$ cat config.mk
export PLATFORM = sky130hd
export DESIGN_NAME = fetch_target_buffer
export DESIGN_NICKNAME = d
export VERILOG_FILES = /design/src/rtl/ftb_pkg.sv /design/src/rtl/ftb_store.sv /design/src/rtl/ftb_resolve.sv /design/src/rtl/fetch_target_buffer.sv
export SDC_FILE = /design/constraint.sdc
export NUM_CORES = 1
export LEC_CHECK = 0
export CORE_MARGIN = 2
export CORE_UTILIZATION = 56
export CTS_CLUSTER_SIZE = 28
export DETAILED_ROUTE_END_ITERATION = 10
export PLACE_DENSITY_LB_ADDON = 0.3
export SLEW_MARGIN = 25
export SYNTH_ARGS = -nofsm -noshare
export SYNTH_HDL_FRONTEND = slang
export SYNTH_SLANG_ARGS = --single-unit
$ cat constraint.sdc
create_clock -name clk_i -period 6.48 [get_ports clk_i]
set_input_delay 1.296 -clock clk_i [delete_from_list [all_inputs] [get_ports clk_i]]
set_output_delay 1.296 -clock clk_i [all_outputs]
set_load 0.005 [all_outputs]
$ cat src/rtl/ftb_pkg.sv
package ftb_pkg;
  typedef enum logic [1:0] {
    ACT_NONE  = 2'd0,
    ACT_WRITE = 2'd1,
    ACT_DROP  = 2'd2
  } ftb_act_e;

  localparam int unsigned INSTR_BYTES = 4;
endpackage

$ cat src/rtl/ftb_store.sv
module ftb_store
  import ftb_pkg::*;
#(
  parameter int unsigned PC_W    = 32,
  parameter int unsigned ENTRIES = 16,
  localparam int unsigned IDX_W  = $clog2(ENTRIES)
) (
  input  logic             clk_i,
  input  logic             rst_ni,
  // fetch read port
  input  logic [IDX_W-1:0] rd_a_idx_i,
  output logic             rd_a_vld_o,
  output logic [PC_W-1:0]  rd_a_pc_o,
  output logic [PC_W-1:0]  rd_a_tgt_o,
  // resolve read port
  input  logic [IDX_W-1:0] rd_b_idx_i,
  output logic             rd_b_vld_o,
  output logic [PC_W-1:0]  rd_b_pc_o,
  // update port
  input  ftb_act_e         act_i,
  input  logic [IDX_W-1:0] wr_idx_i,
  input  logic [PC_W-1:0]  wr_pc_i,
  input  logic [PC_W-1:0]  wr_tgt_i
);
  logic [ENTRIES-1:0] vld_q;
  logic [PC_W-1:0]    pc_q  [ENTRIES];
  logic [PC_W-1:0]    tgt_q [ENTRIES];

  for (genvar g = 0; g < ENTRIES; g++) begin : g_ent
    logic sel;
    assign sel = (wr_idx_i == IDX_W'(g));

    always_ff @(posedge clk_i or negedge rst_ni) begin
      if (!rst_ni) begin
        vld_q[g] <= 1'b0;
      end else if (sel && act_i == ACT_WRITE) begin
        vld_q[g] <= 1'b1;
      end else if (sel && act_i == ACT_DROP) begin
        vld_q[g] <= 1'b0;
      end
    end

    // payload needs no reset; guarded by valid
    always_ff @(posedge clk_i) begin
      if (sel && act_i == ACT_WRITE) begin
        pc_q[g]  <= wr_pc_i;
        tgt_q[g] <= wr_tgt_i;
      end
    end
  end

  assign rd_a_vld_o  = vld_q[rd_a_idx_i];
  assign rd_a_pc_o   = pc_q[rd_a_idx_i];
  assign rd_a_tgt_o  = tgt_q[rd_a_idx_i];
  assign rd_b_vld_o  = vld_q[rd_b_idx_i];
  assign rd_b_pc_o   = pc_q[rd_b_idx_i];


  write_sets_valid_chk: assert property (@(posedge clk_i) disable iff (!rst_ni)
    act_i == ACT_WRITE |=> vld_q[$past(wr_idx_i)]);


  drop_clears_valid_chk: assert property (@(posedge clk_i) disable iff (!rst_ni)
    act_i == ACT_DROP |=> !vld_q[$past(wr_idx_i)]);


  idle_keeps_valid_chk: assert property (@(posedge clk_i) disable iff (!rst_ni)
    act_i == ACT_NONE |=> $stable(vld_q));
endmodule

$ cat src/rtl/ftb_resolve.sv
module ftb_resolve
  import ftb_pkg::*;
#(
  parameter int unsigned PC_W    = 32,
  parameter int unsigned ENTRIES = 16,
  localparam int unsigned IDX_W  = $clog2(ENTRIES),
  localparam int unsigned LSB    = $clog2(INSTR_BYTES)
) (
  input  logic             clk_i,
  input  logic             rst_ni,
  input  logic             res_valid_i,
  input  logic [PC_W-1:0]  res_pc_i,
  input  logic             res_hit_i,
  input  logic [PC_W-1:0]  res_pred_pc_i,
  input  logic             res_taken_i,
  input  logic [PC_W-1:0]  res_target_i,
  // current contents at the resolved index
  output logic [IDX_W-1:0] look_idx_o,
  input  logic             look_vld_i,
  input  logic [PC_W-1:0]  look_pc_i,
  // outcome
  output logic             redirect_o,
  output logic [PC_W-1:0]  redirect_pc_o,
  output ftb_act_e         act_o,
  output logic [IDX_W-1:0] wr_idx_o,
  output logic [PC_W-1:0]  wr_pc_o,
  output logic [PC_W-1:0]  wr_tgt_o
);
  logic [PC_W-1:0] seq_pc;
  logic [PC_W-1:0] true_next;
  logic            still_ours;

  assign seq_pc     = res_pc_i + PC_W'(INSTR_BYTES);
  assign true_next  = res_taken_i ? res_target_i : seq_pc;
  assign look_idx_o = res_pc_i[LSB +: IDX_W];
  assign still_ours = look_vld_i && (look_pc_i == res_pc_i);

  assign redirect_o    = res_valid_i && (true_next != res_pred_pc_i);
  assign redirect_pc_o = true_next;

  always_comb begin
    act_o = ACT_NONE;
    if (res_valid_i) begin
      if (res_taken_i && (!res_hit_i || res_target_i != res_pred_pc_i)) begin
        act_o = ACT_WRITE;
      end else if (!res_taken_i && res_hit_i && still_ours) begin
        act_o = ACT_DROP;
      end
    end
  end

  assign wr_idx_o = look_idx_o;
  assign wr_pc_o  = res_pc_i;
  assign wr_tgt_o = res_target_i;


  no_res_no_redirect_chk: assert property (@(posedge clk_i) disable iff (!rst_ni)
    !res_valid_i |-> !redirect_o && act_o == ACT_NONE);


  good_taken_quiet_chk: assert property (@(posedge clk_i) disable iff (!rst_ni)
    res_valid_i && res_hit_i && res_taken_i && res_pred_pc_i == res_target_i
    |-> !redirect_o && act_o == ACT_NONE);


  plain_miss_quiet_chk: assert property (@(posedge clk_i) disable iff (!rst_ni)
    res_valid_i && !res_hit_i && !res_taken_i && res_pred_pc_i == seq_pc
    |-> !redirect_o && act_o == ACT_NONE);
endmodule

$ cat src/rtl/fetch_target_buffer.sv
module fetch_target_buffer
  import ftb_pkg::*;
#(
  parameter int unsigned PC_W    = 32,
  parameter int unsigned ENTRIES = 16
) (
  input  logic            clk_i,
  input  logic            rst_ni,
  input  logic [PC_W-1:0] fetch_pc_i,
  output logic            hit_o,
  output logic [PC_W-1:0] pred_pc_o,
  input  logic            res_valid_i,
  input  logic [PC_W-1:0] res_pc_i,
  input  logic            res_hit_i,
  input  logic [PC_W-1:0] res_pred_pc_i,
  input  logic            res_taken_i,
  input  logic [PC_W-1:0] res_target_i,
  output logic            redirect_o,
  output logic [PC_W-1:0] redirect_pc_o
);
  localparam int unsigned IDX_W = $clog2(ENTRIES);
  localparam int unsigned LSB   = $clog2(INSTR_BYTES);

  logic [IDX_W-1:0] f_idx, r_idx, w_idx;
  logic             f_vld, r_vld;
  logic [PC_W-1:0]  f_pc, f_tgt, r_pc, w_pc, w_tgt;
  ftb_act_e         act;

  assign f_idx = fetch_pc_i[LSB +: IDX_W];

  ftb_store #(.PC_W(PC_W), .ENTRIES(ENTRIES)) u_store (
    .clk_i, .rst_ni,
    .rd_a_idx_i (f_idx), .rd_a_vld_o (f_vld), .rd_a_pc_o (f_pc), .rd_a_tgt_o (f_tgt),
    .rd_b_idx_i (r_idx), .rd_b_vld_o (r_vld), .rd_b_pc_o (r_pc),
    .act_i (act), .wr_idx_i (w_idx), .wr_pc_i (w_pc), .wr_tgt_i (w_tgt)
  );

  ftb_resolve #(.PC_W(PC_W), .ENTRIES(ENTRIES)) u_resolve (
    .clk_i, .rst_ni,
    .res_valid_i, .res_pc_i, .res_hit_i, .res_pred_pc_i, .res_taken_i, .res_target_i,
    .look_idx_o (r_idx), .look_vld_i (r_vld), .look_pc_i (r_pc),
    .redirect_o, .redirect_pc_o,
    .act_o (act), .wr_idx_o (w_idx), .wr_pc_o (w_pc), .wr_tgt_o (w_tgt)
  );

  // full-address compare: a hit redirects fetch before decode sees the word
  assign hit_o     = f_vld && (f_pc == fetch_pc_i);
  assign pred_pc_o = hit_o ? f_tgt : fetch_pc_i + PC_W'(INSTR_BYTES);


  alloc_then_hit_chk: assert property (@(posedge clk_i) disable iff (!rst_ni)
    res_valid_i && res_taken_i && !res_hit_i ##1 fetch_pc_i == $past(res_pc_i)
    |-> hit_o && pred_pc_o == $past(res_target_i));
endmodule

==> results.toml <==
[status]
status = "complete, no violations"

[synthesis]
synth-seq-area-share_pct = 64.9
avgSynthCellArea_um2 = 18.4
yosysTopAreaCellShare_pct = 64.1
syn_inst = 2600
ys.flop_type = "edfxtp_1"
yosysTopAreaCell = "edfxtp_1"
synth_common_cells = "edfxtp_1 (1024), mux4_2 (366), nand2_1 (95)"
yosys_register_bits = 1040
yosysWarnings = 0
synth_cell_types = 79
syn_nets = 2738
synthTopCellsByArea = "edfxtp_1 (64%), mux4_2 (17%), mux2i_1 (1.8%)"
synth_most_common_cell = "edfxtp_1"
synth_area_um2 = 48000
synth_edf_count = 1024
synth-async-reset-ratio_pct = 1.54

[critical_path]
cp.arrival_ns = 5.16
worst_r2r_path_depth = 9
timing.rr.start = "u_store.pc_q[14][2]"
cp_max_fo = 8
path_class = "in2out"
r2r_slack_ns = 3.15
rr_endpoint = "u_store.vld_q[15]"
critPathLaunchType = "primary input"
cp-end-kind = "output port"
cp.required_ns = 5.18

[timing]
fmax_mhz = 155
finalHoldViolations = 0
fin_crit_sh_pct = 99.6
drv_slew = 0
relSlewSlack_pct = 31.3
period_needed_ns = 6.46
worst_slew_pin_slew_ns = 1.03
rsz0062_at_grt = "no"
whs_ns = 0.557
skew_ns = 0.0167
worst_slack_ns = 0.0232
setup_viol = 0

[global_route]
grt_pass1_vias = 29600
grt_max_degree = 98
grt_usage_pct = 35.9
antenna_found_initial = 9
grt_pass1_wl_um = 218000
gr-total-overflow = 0

[routing]
antenna_left = 0
initialDrtViolationCount = 4835
via_count = 30100
first_pass_iters = 6
drt-vias-per-instance = 7.15
drc = 0
wl_per_cell_um = 37.4
wl_um = 158000

[finish]
area_delta_synth_final_pct = 17.9
drive_gt1_share_pct = 28.6
nets = 3119
final_util_pct = 66.5
fillerInstances = 5495
seq_area_um2 = 31100
multi_input_area_um2 = 15900

[min_path]
whs_path_depth = 2
hp-start = "u_store.vld_q[3]"
whs_endpoint = "u_store.vld_q[3]"
worstHoldPathType = "reg2reg"

[place]
pre_cts_slack_ns = -0.182
dp_hpwl_um = 102000
io_buffers = 198
place_congestion = 0.983

[floorplan]
io_pins = 199
die_w_um = 297
start_util_pct = 56.4
die_height_um = 297
dieArea_um2 = 88000
core_um2 = 85000
rows = 107

[pwr]
p_total_w = 0.0153
ir_drop_mv = 0.232
cellPowerDensity_nw_per_um2 = 270
leakagePower_nw = 18.6

[clock_network]
path_clk_slew_ns = 0.06
cts_tree = "built"
clkLatencyLatePin_ns = 0.68
cts_buffers = 103
clockRootBuffer = "clkbuf_16"
cts.sinks = 1040
cts_buffer_depth = 3
htree_levels = 3

[run]
drv_cap = 0
-- layout make-up --
type / instances / area share (%)
antenna: 5 / 0.0221
inverter: 29 / 0.197
timing repair buffer: 450 / 7.89
sequential: 1040 / 55.1
multi-input combinational: 1357 / 28.2
clock inverter: 67 / 1.39
clock buffer: 125 / 4.71
tap: 1144 / 2.53
-- worst max path at each step --
stage | start | end | slack, ns
2_1_floorplan | fetch_pc_i[2] | pred_pc_o[26] | 0.71
3_3_place_gp | fetch_pc_i[2] | pred_pc_o[3] | -0.05
3_5_place_dp | fetch_pc_i[2] | pred_pc_o[6] | -0.18
4_1_cts | fetch_pc_i[2] | pred_pc_o[16] | 0.002
5_1_grt | fetch_pc_i[2] | pred_pc_o[3] | 0.003
6_report | fetch_pc_i[3] | pred_pc_o[30] | 0.02
-- where the power goes --
part,switching [W],internal [W],leakage [nW]
logic,0.000908,0.000706,7.48
registers,0.0000513,0.00749,9.41
clock network,0.00260,0.00354,1.67
total,0.00356,0.0117,18.6
-- registers in the layout (all words and copies together), names as in the netlist --
signal         flops
u_store.vld_q     16
u_store.tgt_q    512
u_store.pc_q     512
-- placed cells by master, fill, tap and decap left out, types with 8 or more instances in the layout --
cell	Yosys	final
edfxtp_1	1024	1024
inv_1	26	26
xor2_1	73	73
a22oi_1	27	25
and3_1	27	12
and3_4	0	15
buf_4	20	212
mux2_4	29	29
nand2_1	95	95
a21oi_1	32	32
clkbuf_16	0	108
nor2_1	73	72
dfrtp_1	16	16
and4_1	8	8
mux2_2	33	33
or3_1	10	10
and2_1	9	9
mux4_1	18	18
xnor2_1	81	79
a22o_1	17	17
nand3_1	40	40
o22ai_1	16	16
clkinv_1	2	31
mux4_2	366	366
a221oi_1	15	15
buf_12	2	28
nand4_1	32	32
bufinv_16	0	15
a31oi_1	22	22
clkinv_2	0	12
nor2b_1	20	19
clkdlybuf4s50_1	0	188
nand2b_1	15	15
nor3_1	24	24
nor4_1	18	18
o211ai_1	8	8
o21ai_0	53	52
clkbuf_1	77	22
mux2i_1	85	83
-- critical path: stages --
cell and delay (ns):
buf_16 0.14, mux4_2 0.51, mux4_2 0.59, xnor2_2 0.19, a2111o_1 0.36, or4_4 0.53
nor4_4 0.37, buf_12 0.21, buf_12 0.18, mux2_4 0.30, clkdlybuf4s50_1 0.46
-- layer usage --
metal | routed length (µm) | global-route usage [%]
met4 | 8200 | 16.1
met5 | 77 | 0
met1 | 55000 | 47.4
met2 | 73100 | 55.8
met3 | 21200 | 10.6
-- per-stage QoR --
step | cell area, µm² | std cells | setup TNS [ns]
3_5_place_dp | 52700 | 4003 | -4.16
5_1_grt | 56500 | 4214 | 0
4_1_cts | 56300 | 4197 | 0
2_1_floorplan | 48000 | 2600 | 0
3_3_place_gp | 52600 | 4000 | -1.22
6_report | 56500 | 4217 | 0
-- cell families after synthesis --
kind of cell | after synthesis | share of synthesized area [%]
muxes | 531 | 21.6
xor gates and xnor gates | 154 | 2.81
buffers and inverters | 203 | 2.17
adders and majority gates | 5 | 0.130
DFF | 1040 | 64.9
and+or+nand+nor | 410 | 4.55
AOI/OAI and AO/OA | 257 | 3.77
-- timing repair --
item,4_1_cts,5_1_grt
hold endpoints to repair,0,0
resized for setup,14,11
gates cloned,2,5
setup endpoints to repair,32,29
hold buffers,0,0
pin swaps,0,1
buffers inserted,0,9
Note: power is estimated with default switching activity, not from simulation.
